## src/rtl/clksync_rx_pkg.sv

```systemverilog
package clksync_rx_pkg;

  typedef struct packed {
    logic full;
    logic ovr;
    logic frm;
    logic par;
  } rx_flags_t;

  function automatic logic any_error(input rx_flags_t f);
    return f.ovr | f.frm | f.par;
  endfunction

  function automatic logic done_request(input rx_flags_t f, input logic ie);
    return ie & f.full & ~any_error(f);
  endfunction

  function automatic logic error_request(input rx_flags_t f, input logic ie);
    return ie & any_error(f);
  endfunction

  // set has priority over clear so no event is lost
  function automatic logic flag_next(input logic cur, input logic set, input logic clr);
    return set ? 1'b1 : (clr ? 1'b0 : cur);
  endfunction

endpackage

```

## src/rtl/clksync_rx_sync.sv

```systemverilog
module clksync_rx_sync #(
  parameter int unsigned WIDTH  = 2,
  parameter int unsigned STAGES = 2
) (
  input  logic             clk,
  input  logic             rst_n,
  input  logic [WIDTH-1:0] async_in,
  output logic [WIDTH-1:0] sync_out
);

  logic [WIDTH-1:0] chain [STAGES];

  genvar g;
  generate
    for (g = 0; g < STAGES; g++) begin : g_stage
      if (g == 0) begin : g_first
        always_ff @(posedge clk or negedge rst_n) begin
          if (!rst_n) chain[g] <= '0;
          else        chain[g] <= async_in;
        end
      end else begin : g_next
        always_ff @(posedge clk or negedge rst_n) begin
          if (!rst_n) chain[g] <= '0;
          else        chain[g] <= chain[g-1];
        end
      end
    end
  endgenerate

  assign sync_out = chain[STAGES-1];

endmodule

```

## src/rtl/clksync_rx_shift.sv

```systemverilog
module clksync_rx_shift #(
  parameter int unsigned WIDTH = 8,
  localparam int unsigned CW   = (WIDTH > 1) ? $clog2(WIDTH) : 1
) (
  input  logic             clk,
  input  logic             rst_n,
  input  logic             sclk_s,
  input  logic             sdata_s,
  input  logic             run,
  output logic             shift_en,
  output logic             frame_done,
  output logic [WIDTH-1:0] frame_byte,
  output logic [CW-1:0]    bit_cnt
);

  localparam logic [CW-1:0] LAST = CW'(WIDTH - 1);

  logic             sclk_q;
  logic [WIDTH-1:0] shreg;

  // new bit enters at the top; after WIDTH shifts bit 0 sits at the bottom
  function automatic logic [WIDTH-1:0] shift_lsb_first(input logic [WIDTH-1:0] cur,
                                                       input logic b);
    return {b, cur[WIDTH-1:1]};
  endfunction

  assign shift_en   = sclk_s & ~sclk_q & run;
  assign frame_done = shift_en & (bit_cnt == LAST);
  assign frame_byte = shift_lsb_first(shreg, sdata_s);

  always_ff @(posedge clk or negedge rst_n) begin
    if (!rst_n) begin
      sclk_q  <= 1'b0;
      shreg   <= '0;
      bit_cnt <= '0;
    end else begin
      sclk_q <= sclk_s;
      if (!run) begin
        bit_cnt <= '0;
      end else if (shift_en) begin
        shreg   <= frame_byte;
        bit_cnt <= frame_done ? '0 : bit_cnt + 1'b1;
      end
    end
  end

endmodule

```

## src/rtl/clksync_rx_flags.sv

```systemverilog
module clksync_rx_flags
  import clksync_rx_pkg::*;
#(
  parameter int unsigned WIDTH = 8
) (
  input  logic             clk,
  input  logic             rst_n,
  input  logic             frame_done,
  input  logic [WIDTH-1:0] frame_byte,
  input  logic             clr_full,
  input  logic             clr_ovr,
  input  logic             clr_frm,
  input  logic             clr_par,
  input  logic             frm_set,
  input  logic             par_set,
  output rx_flags_t        flags,
  output logic [WIDTH-1:0] data_q,
  output logic             blocked
);

  logic full_set, ovr_set, hold_q;

  assign full_set = frame_done & ~flags.full;
  assign ovr_set  = frame_done &  flags.full;
  assign blocked  = any_error(flags) | hold_q;

  always_ff @(posedge clk or negedge rst_n) begin
    if (!rst_n) begin
      flags  <= '0;
      data_q <= '0;
      hold_q <= 1'b0;
    end else begin
      flags.full <= flag_next(flags.full, full_set, clr_full);
      flags.ovr  <= flag_next(flags.ovr,  ovr_set,  clr_ovr);
      flags.frm  <= flag_next(flags.frm,  frm_set,  clr_frm);
      flags.par  <= flag_next(flags.par,  par_set,  clr_par);
      if (full_set) data_q <= frame_byte;
      if (ovr_set | frm_set | par_set)           hold_q <= 1'b1;
      else if (!any_error(flags) && !flags.full) hold_q <= 1'b0;
    end
  end

endmodule

```

## src/rtl/clksync_rx.sv

```systemverilog
module clksync_rx
  import clksync_rx_pkg::*;
#(
  parameter int unsigned WIDTH       = 8,
  parameter int unsigned SYNC_STAGES = 2,
  localparam int unsigned CW         = (WIDTH > 1) ? $clog2(WIDTH) : 1
) (
  input  logic             clk,
  input  logic             rst_n,
  input  logic             sclk_in,
  input  logic             sdata_in,
  input  logic             rx_en,
  input  logic             rx_ie,
  input  logic             clr_full,
  input  logic             clr_ovr,
  input  logic             clr_frm,
  input  logic             clr_par,
  input  logic             frm_err_in,
  input  logic             par_err_in,
  output logic [WIDTH-1:0] rx_data,
  output logic             full_flag,
  output logic             ovr_flag,
  output logic             frm_flag,
  output logic             par_flag,
  output logic             irq_rx_done,
  output logic             irq_rx_err
);

  logic [1:0]       line_s;
  logic             run, shift_en, frame_done, blocked;
  logic [WIDTH-1:0] frame_byte;
  logic [CW-1:0]    bit_cnt;
  rx_flags_t        flags;

  clksync_rx_sync #(.WIDTH(2), .STAGES(SYNC_STAGES)) u_sync (
    .clk      (clk),
    .rst_n    (rst_n),
    .async_in ({sclk_in, sdata_in}),
    .sync_out (line_s)
  );

  assign run = rx_en & ~blocked;

  clksync_rx_shift #(.WIDTH(WIDTH)) u_shift (
    .clk        (clk),
    .rst_n      (rst_n),
    .sclk_s     (line_s[1]),
    .sdata_s    (line_s[0]),
    .run        (run),
    .shift_en   (shift_en),
    .frame_done (frame_done),
    .frame_byte (frame_byte),
    .bit_cnt    (bit_cnt)
  );

  clksync_rx_flags #(.WIDTH(WIDTH)) u_flags (
    .clk        (clk),
    .rst_n      (rst_n),
    .frame_done (frame_done),
    .frame_byte (frame_byte),
    .clr_full   (clr_full),
    .clr_ovr    (clr_ovr),
    .clr_frm    (clr_frm),
    .clr_par    (clr_par),
    .frm_set    (frm_err_in),
    .par_set    (par_err_in),
    .flags      (flags),
    .data_q     (rx_data),
    .blocked    (blocked)
  );

  assign full_flag   = flags.full;
  assign ovr_flag    = flags.ovr;
  assign frm_flag    = flags.frm;
  assign par_flag    = flags.par;
  assign irq_rx_done = done_request(flags, rx_ie);
  assign irq_rx_err  = error_request(flags, rx_ie);

endmodule

```

## config.mk

```make
export PLATFORM = sky130hd
export DESIGN_NAME = clksync_rx
export DESIGN_NICKNAME = d
export VERILOG_FILES = /design/src/rtl/clksync_rx_pkg.sv /design/src/rtl/clksync_rx_sync.sv /design/src/rtl/clksync_rx_shift.sv /design/src/rtl/clksync_rx_flags.sv /design/src/rtl/clksync_rx.sv
export SDC_FILE = /design/constraint.sdc
export NUM_CORES = 1
export LEC_CHECK = 0
export CORE_ASPECT_RATIO = 1.4
export CORE_MARGIN = 2
export CORE_UTILIZATION = 30
export CTS_BUF_LIST = sky130_fd_sc_hd__clkbuf_2 sky130_fd_sc_hd__clkbuf_4 sky130_fd_sc_hd__clkbuf_8
export CTS_CLUSTER_DIAMETER = 120
export DETAILED_ROUTE_END_ITERATION = 6
export PLACE_DENSITY_LB_ADDON = 0.2
export SLEW_MARGIN = 20
export SYNTH_ARGS = -nofsm -noshare
export SYNTH_HDL_FRONTEND = slang
export SYNTH_SLANG_ARGS = --single-unit
```

## constraint.sdc

```tcl
create_clock -name clk -period 1.77 [get_ports clk]
set_input_delay 0.2655 -clock clk [delete_from_list [all_inputs] [get_ports clk]]
set_output_delay 0.2655 -clock clk [all_outputs]
set_load 0.02 [all_outputs]
```

# Yosys cells after proc, flatten, opt, wreduce, memory -nomap -nowiden
# Index checks and enable logic that the tools add are counted.
# word_totals
input_bits	12
out_inout_bits	14
word_cells	54
regBits	29
# op_classes
bitwise	18
n_addsub	1
reduce_logical	9
eq_ne	2
mux	13
# op_table
op	n
2-to-1 mux 1 bit	10
nonzero test 2 bit	5
bitwise AND 1 bit	9
2-to-1 mux 3 bit	3
bitwise OR 1 bit	5
NOT 1 bit	4
adder 3 x 1 -> 3 bit, second input constant	1
equality test 3 bit, second input constant	1
logical NOT 1 bit	2
!= test 2 bit, second input constant	1
AND reduction 2 bit	1
logical AND 1 bit	1

# Logic depth before layout (Yosys ltp)
# depth
depth_word	11
ltp_mapped	5
mapped_depth_nobuf	5

# Modules after synthesis
# A second synthesis with hierarchy kept.
# hier_totals
hier_cells	81
area_unflattened_um2	1207.4
# by_module_without_submodules
module	n_inst	area_each_um2	seq_area_each_um2	cells_each
clksync_rx_flags	1	536.8	325.3	37
clksync_rx_shift	1	526.8	275.3	34
clksync_rx_sync	1	115.1	100.1	6
clksync_rx	1	28.8	0.0	4

# Worst setup path after synthesis
# Ideal clock, no wire load.
# synth_path
kind	reg-to-reg
from	reg, netlist name u_flags.flags[1]
to	reg u_flags.hold_q
path_stages_with_launch	4
synth_period_minus_slack_ns	1.415
setup_ns	0.129
arrival_ns	1.286
slack_ns	0.355
path_buffers	0
t_required_ns	1.641
path_cell_list	dfrtp_1 > or4_1 > a211oi_1 > o21ai_1
# synth_via
elab_chain_cells	11
word_cells_on_any_way	14
cone_classes	1 x mux; 10 x bitwise; 3 x reduce/logical
# synth_rtl
item	line	text
bitwise OR 1 bit (*) (2 in series)	clksync_rx_pkg.sv:11	return f.ovr | f.frm | f.par;
bitwise OR 1 bit	clksync_rx_flags.sv:25	assign blocked = any_error(flags) | hold_q;
NOT 1 bit	clksync_rx.sv:42	assign run = rx_en & ~blocked;
bitwise AND 1 bit	clksync_rx.sv:42	
bitwise AND 1 bit	clksync_rx_shift.sv:27	assign shift_en = sclk_s & ~sclk_q & run;
bitwise AND 1 bit	clksync_rx_shift.sv:28	assign frame_done = shift_en & (bit_cnt == LAST);
bitwise AND 1 bit	clksync_rx_flags.sv:24	assign ovr_set = frame_done & flags.full;
bitwise OR 1 bit (2 in series)	clksync_rx_flags.sv:38	if (ovr_set | frm_set | par_set) hold_q <= 1'b1;
2-to-1 mux 1 bit or nonzero test 2 bit (tied branches)	n/a	
end signal: assignment	clksync_rx_flags.sv:31	hold_q <= 1'b0;
end signal: assignment	clksync_rx_flags.sv:38	
end signal: assignment	clksync_rx_flags.sv:39	else if (!any_error(flags) && !flags.full) hold_q <= 1'b0;
end: declaration	clksync_rx_flags.sv:21	logic full_set, ovr_set, hold_q;
# Mark *: on every way between the ends. The rest lies on a longest branch, timed or not.
# A chain may end at the register's enable or synchronous reset.

# Final worst setup path
# layout_path
from	reg, netlist name u_flags.flags[2]
to	out irq_rx_err
# layout_via
elab_chain_cells	3
# layout_rtl
item	line	text
bitwise OR 1 bit (2 in series)	clksync_rx_pkg.sv:11	
bitwise AND 1 bit	clksync_rx_pkg.sv:19	return ie & any_error(f);
end: declaration	clksync_rx.sv:26	output logic irq_rx_err
# Every way passes these cells.

==> impl_results.md <==
* Design area at 1490 um2
* Routed wl met3 at 123 um
* Final Critical Period at 1680 ps
* Antenna viol nets, final at 0
* Setup TNS at 0 ps
* Final Skew at 3.31 ps
* Pin count of the biggest net entering global routing at 29
* Worst setup SP type: register
* VDD IR-drop max at 0.498 mV
* Root Buffer: clkbuf_8
* Slew @ Worst Pin at 351 ps
* Diode count at 0
* Crit Path Category: reg2out
* Dpl cells at 142
* Cell area after placement at 1420 um2
* Die area at 4160 um2
* Row cnt at 26
* Routability cong. at 0.607
* Crit path max-delay family: flip-flops
* Drt via density at 4.57
* Detailed-placement wirelength estimate at 1330 um
* Worst Slack Setup Final at 88.3 ps
* Total CTS buffers at 3
* Worst-path clk slew at 80 ps
* Max capacitance violation total at 0
* DRT iter0 DRCs at 31
* Global-route wire length before repair at 3020 um
* Worst-path maximum fanout at 3
* Post-Synthesis Cells at 73
* Vias in the first global route at 696
* Synthesized area at 1100 um2
* Hold Path Class: reg2reg
* WP data arrival at 1420 ps
* Fin. max-slew vios at 0
* Final Hold Violating Endpoints at 0
* Share of post-route cells with drive strength above 1 at 0.292
* WL met2 at 946 um
* Ports at 26
* CTS tree: built
* Die Ht at 75.6 um
* Die X at 55.1 um
* Endpoint class of the critical path: output pin
* Clock sinks at 28
* Crit path cell chain: nor3_4, and2b_2, clkdlybuf4s15_1
* Via count at 676
* Rel. slew slack at 0.766
* Clk Latency, worst-skew pair at 260 ps
* Synthesized Nets at 87
* Final setup fails at 0
* Place WS at 11.1 ps
* Met1 WL at 732 um
* Max Fclk at 595 MHz
* DR top layer: met4
* # port buffers at 25
* Area share of the largest cell type after synthesis at 0.639
* Avg Cell Area, Syn at 15.0 um2
* Unrepaired setup endpoints after global routing: false
* Number of synthesized flops with an enable pin at 0
* Synth cell types at 24
* Worst path required time at 1500 ps
* Worst path max stage delay at 440 ps
* Power per Cell Area at 739 nW/um2
* Total Routed Length at 1850 um
* # nets final at 121
* Most frequent cell after synthesis: dfrtp_1
* Finished Layout Cells at 148
* Synth warn at 0
* Antenna violations before repair at 0
* # DRC at 0
* Status: complete, no violations
* Core ar. at 3580 um2
* Total GRT Usage at 0.104
* Hold_buf cts at 0
* Drt pass-1 iters at 4
* FFs w/ async S/R, synth at 1.00
* Crit path buf inv count at 1
* DR WL/cell at 12.5 um
* Initial Utilization at 0.307
* Area leader, netlist: dfrtp_1
* Critical path's slowest cell: dfrtp_2
* Yosys reg bits at 28
* Synthesis-to-finish area growth at 35.5%
* Crit share post-route at 0.950
* Dominant synthesized flop cell: dfrtp_1
* Leakage at 0.689 nW
* Total gr overflow at 0
* Post-synth top cells: 28 x dfrtp_1, 15 x mux2_2, 4 x inv_1, 4 x nor2_1
* Bufs on Longest Clock Path at 2
* Sequential fraction of the synthesis area at 0.639
* Area contributors post-synth: dfrtp_1 64%, mux2_2 15%, ha_1 2.3%
* H-tree depth at 1
==> power by group <==
group | total, mW | internal (mW) | switching [mW] | leakage (nW)
clock | 0.370 | 0.198 | 0.172 | 0.0288
combinational | 0.0726 | 0.0413 | 0.0312 | 0.293
sequential | 0.656 | 0.649 | 0.00753 | 0.367
total | 1.10 | 0.889 | 0.210 | 0.689
==> through the flow <==
| stage | utilization | power, mW | hold slack [ps] |
|---|---|---|---|
| after floorplan | - | 0.688 | -30.1 |
| after global placement | 0.395 | 0.741 | 336 |
| after detailed placement | 0.395 | 0.742 | 342 |
| after CTS | 0.410 | 1.12 | 363 |
| after global routing | 0.415 | 1.16 | 364 |
| final | 0.415 | 1.10 | 356 |
==> flip-flops by register name, indices dropped and copies added, names as in the netlist <==
register         flops
u_flags.hold_q       1
u_shift.bit_cnt      3
u_flags.data_q       8
u_flags.flags        4
u_shift.sclk_q       1
u_sync.sync_out      2
u_shift.shreg        7
u_sync.chain         2
==> worst register-to-register path: cells and delay by family (launching register included) <==
| kind | cells | cell delay, ps |
|---|---|---|
| DFF | 1 | 440 |
| and+or+nand+nor | 1 | 460 |
| AOI/OAI and AO/OA | 2 | 360 |
| buffers and inverters | 1 | 140 |
==> layer usage <==
layer | GRT usage | vias up
met4 | 0.0569 | 0
met2 | 0.168 | 18
met5 | 0 | -
met1 | 0.123 | 328
li1 | - | 326
met3 | 0.0275 | 4
==> what timing repair did <==
action / in CTS / in global routing
setup endpoints to repair: 2 / 2
pin swaps: 0 / 1
setup buffers: 0 / 2
resized for setup: 2 / 3
==> cells in the final DEF (no fill, tap or decap), types with 2 or more instances in the layout <==
cell type / netlist / layout
mux2_2: 15 / 15
inv_1: 4 / 4
ha_1: 2 / 2
clkdlybuf4s15_1: 0 / 2
nor2_1: 4 / 4
clkdlybuf4s50_1: 0 / 23
clkbuf_8: 0 / 4
dfrtp_1: 28 / 27
mux2i_1: 2 / 2
buf_4: 0 / 4
==> worst paths after layout <==
| kind | from | slack, ps | endpoint | cells past startpoint |
|---|---|---|---|---|
| max | u_flags.flags[2]$_DFFE_PN0P_ | 90 | irq_rx_err | 3 |
| min | u_sync.chain[3]$_DFF_PN0_ | 360 | u_sync.sync_out[1]$_DFF_PN0_ | 0 |
| max reg2reg | u_flags.flags[2]$_DFFE_PN0P_ | 260 | u_flags.hold_q$_DFFE_PN0P_ | 4 |
| min reg2reg | u_sync.chain[3]$_DFF_PN0_ | 360 | u_sync.sync_out[1]$_DFF_PN0_ | 0 |
| max in group asynchronous | rst_n | 1110 | u_flags.flags[2]$_DFFE_PN0P_ | 2 |
| min in group asynchronous | rst_n | 380 | u_sync.sync_out[1]$_DFF_PN0_ | 2 |
==> area by class of cell <==
class / instances / area [um2]
multi-input combinational: 41 / 382
tap: 42 / 52.6
inverter: 4 / 15.0
clock buffer: 4 / 55.1
timing repair buffer: 29 / 280
sequential: 28 / 702
fill: 345 / 2090
==> cell families (layout without fill, tap and decap cells) <==
family	after synthesis	in the layout	share of synthesized area
AOI/OAI and AO/OA	7	7	0.0410
adders and majority gates	2	2	0.0228
buffers and inverters	4	37	0.0137
and+or+nand+nor	15	15	0.112
muxes	17	17	0.172
DFF	28	28	0.639
Note: power is estimated with default switching activity, not from simulation.
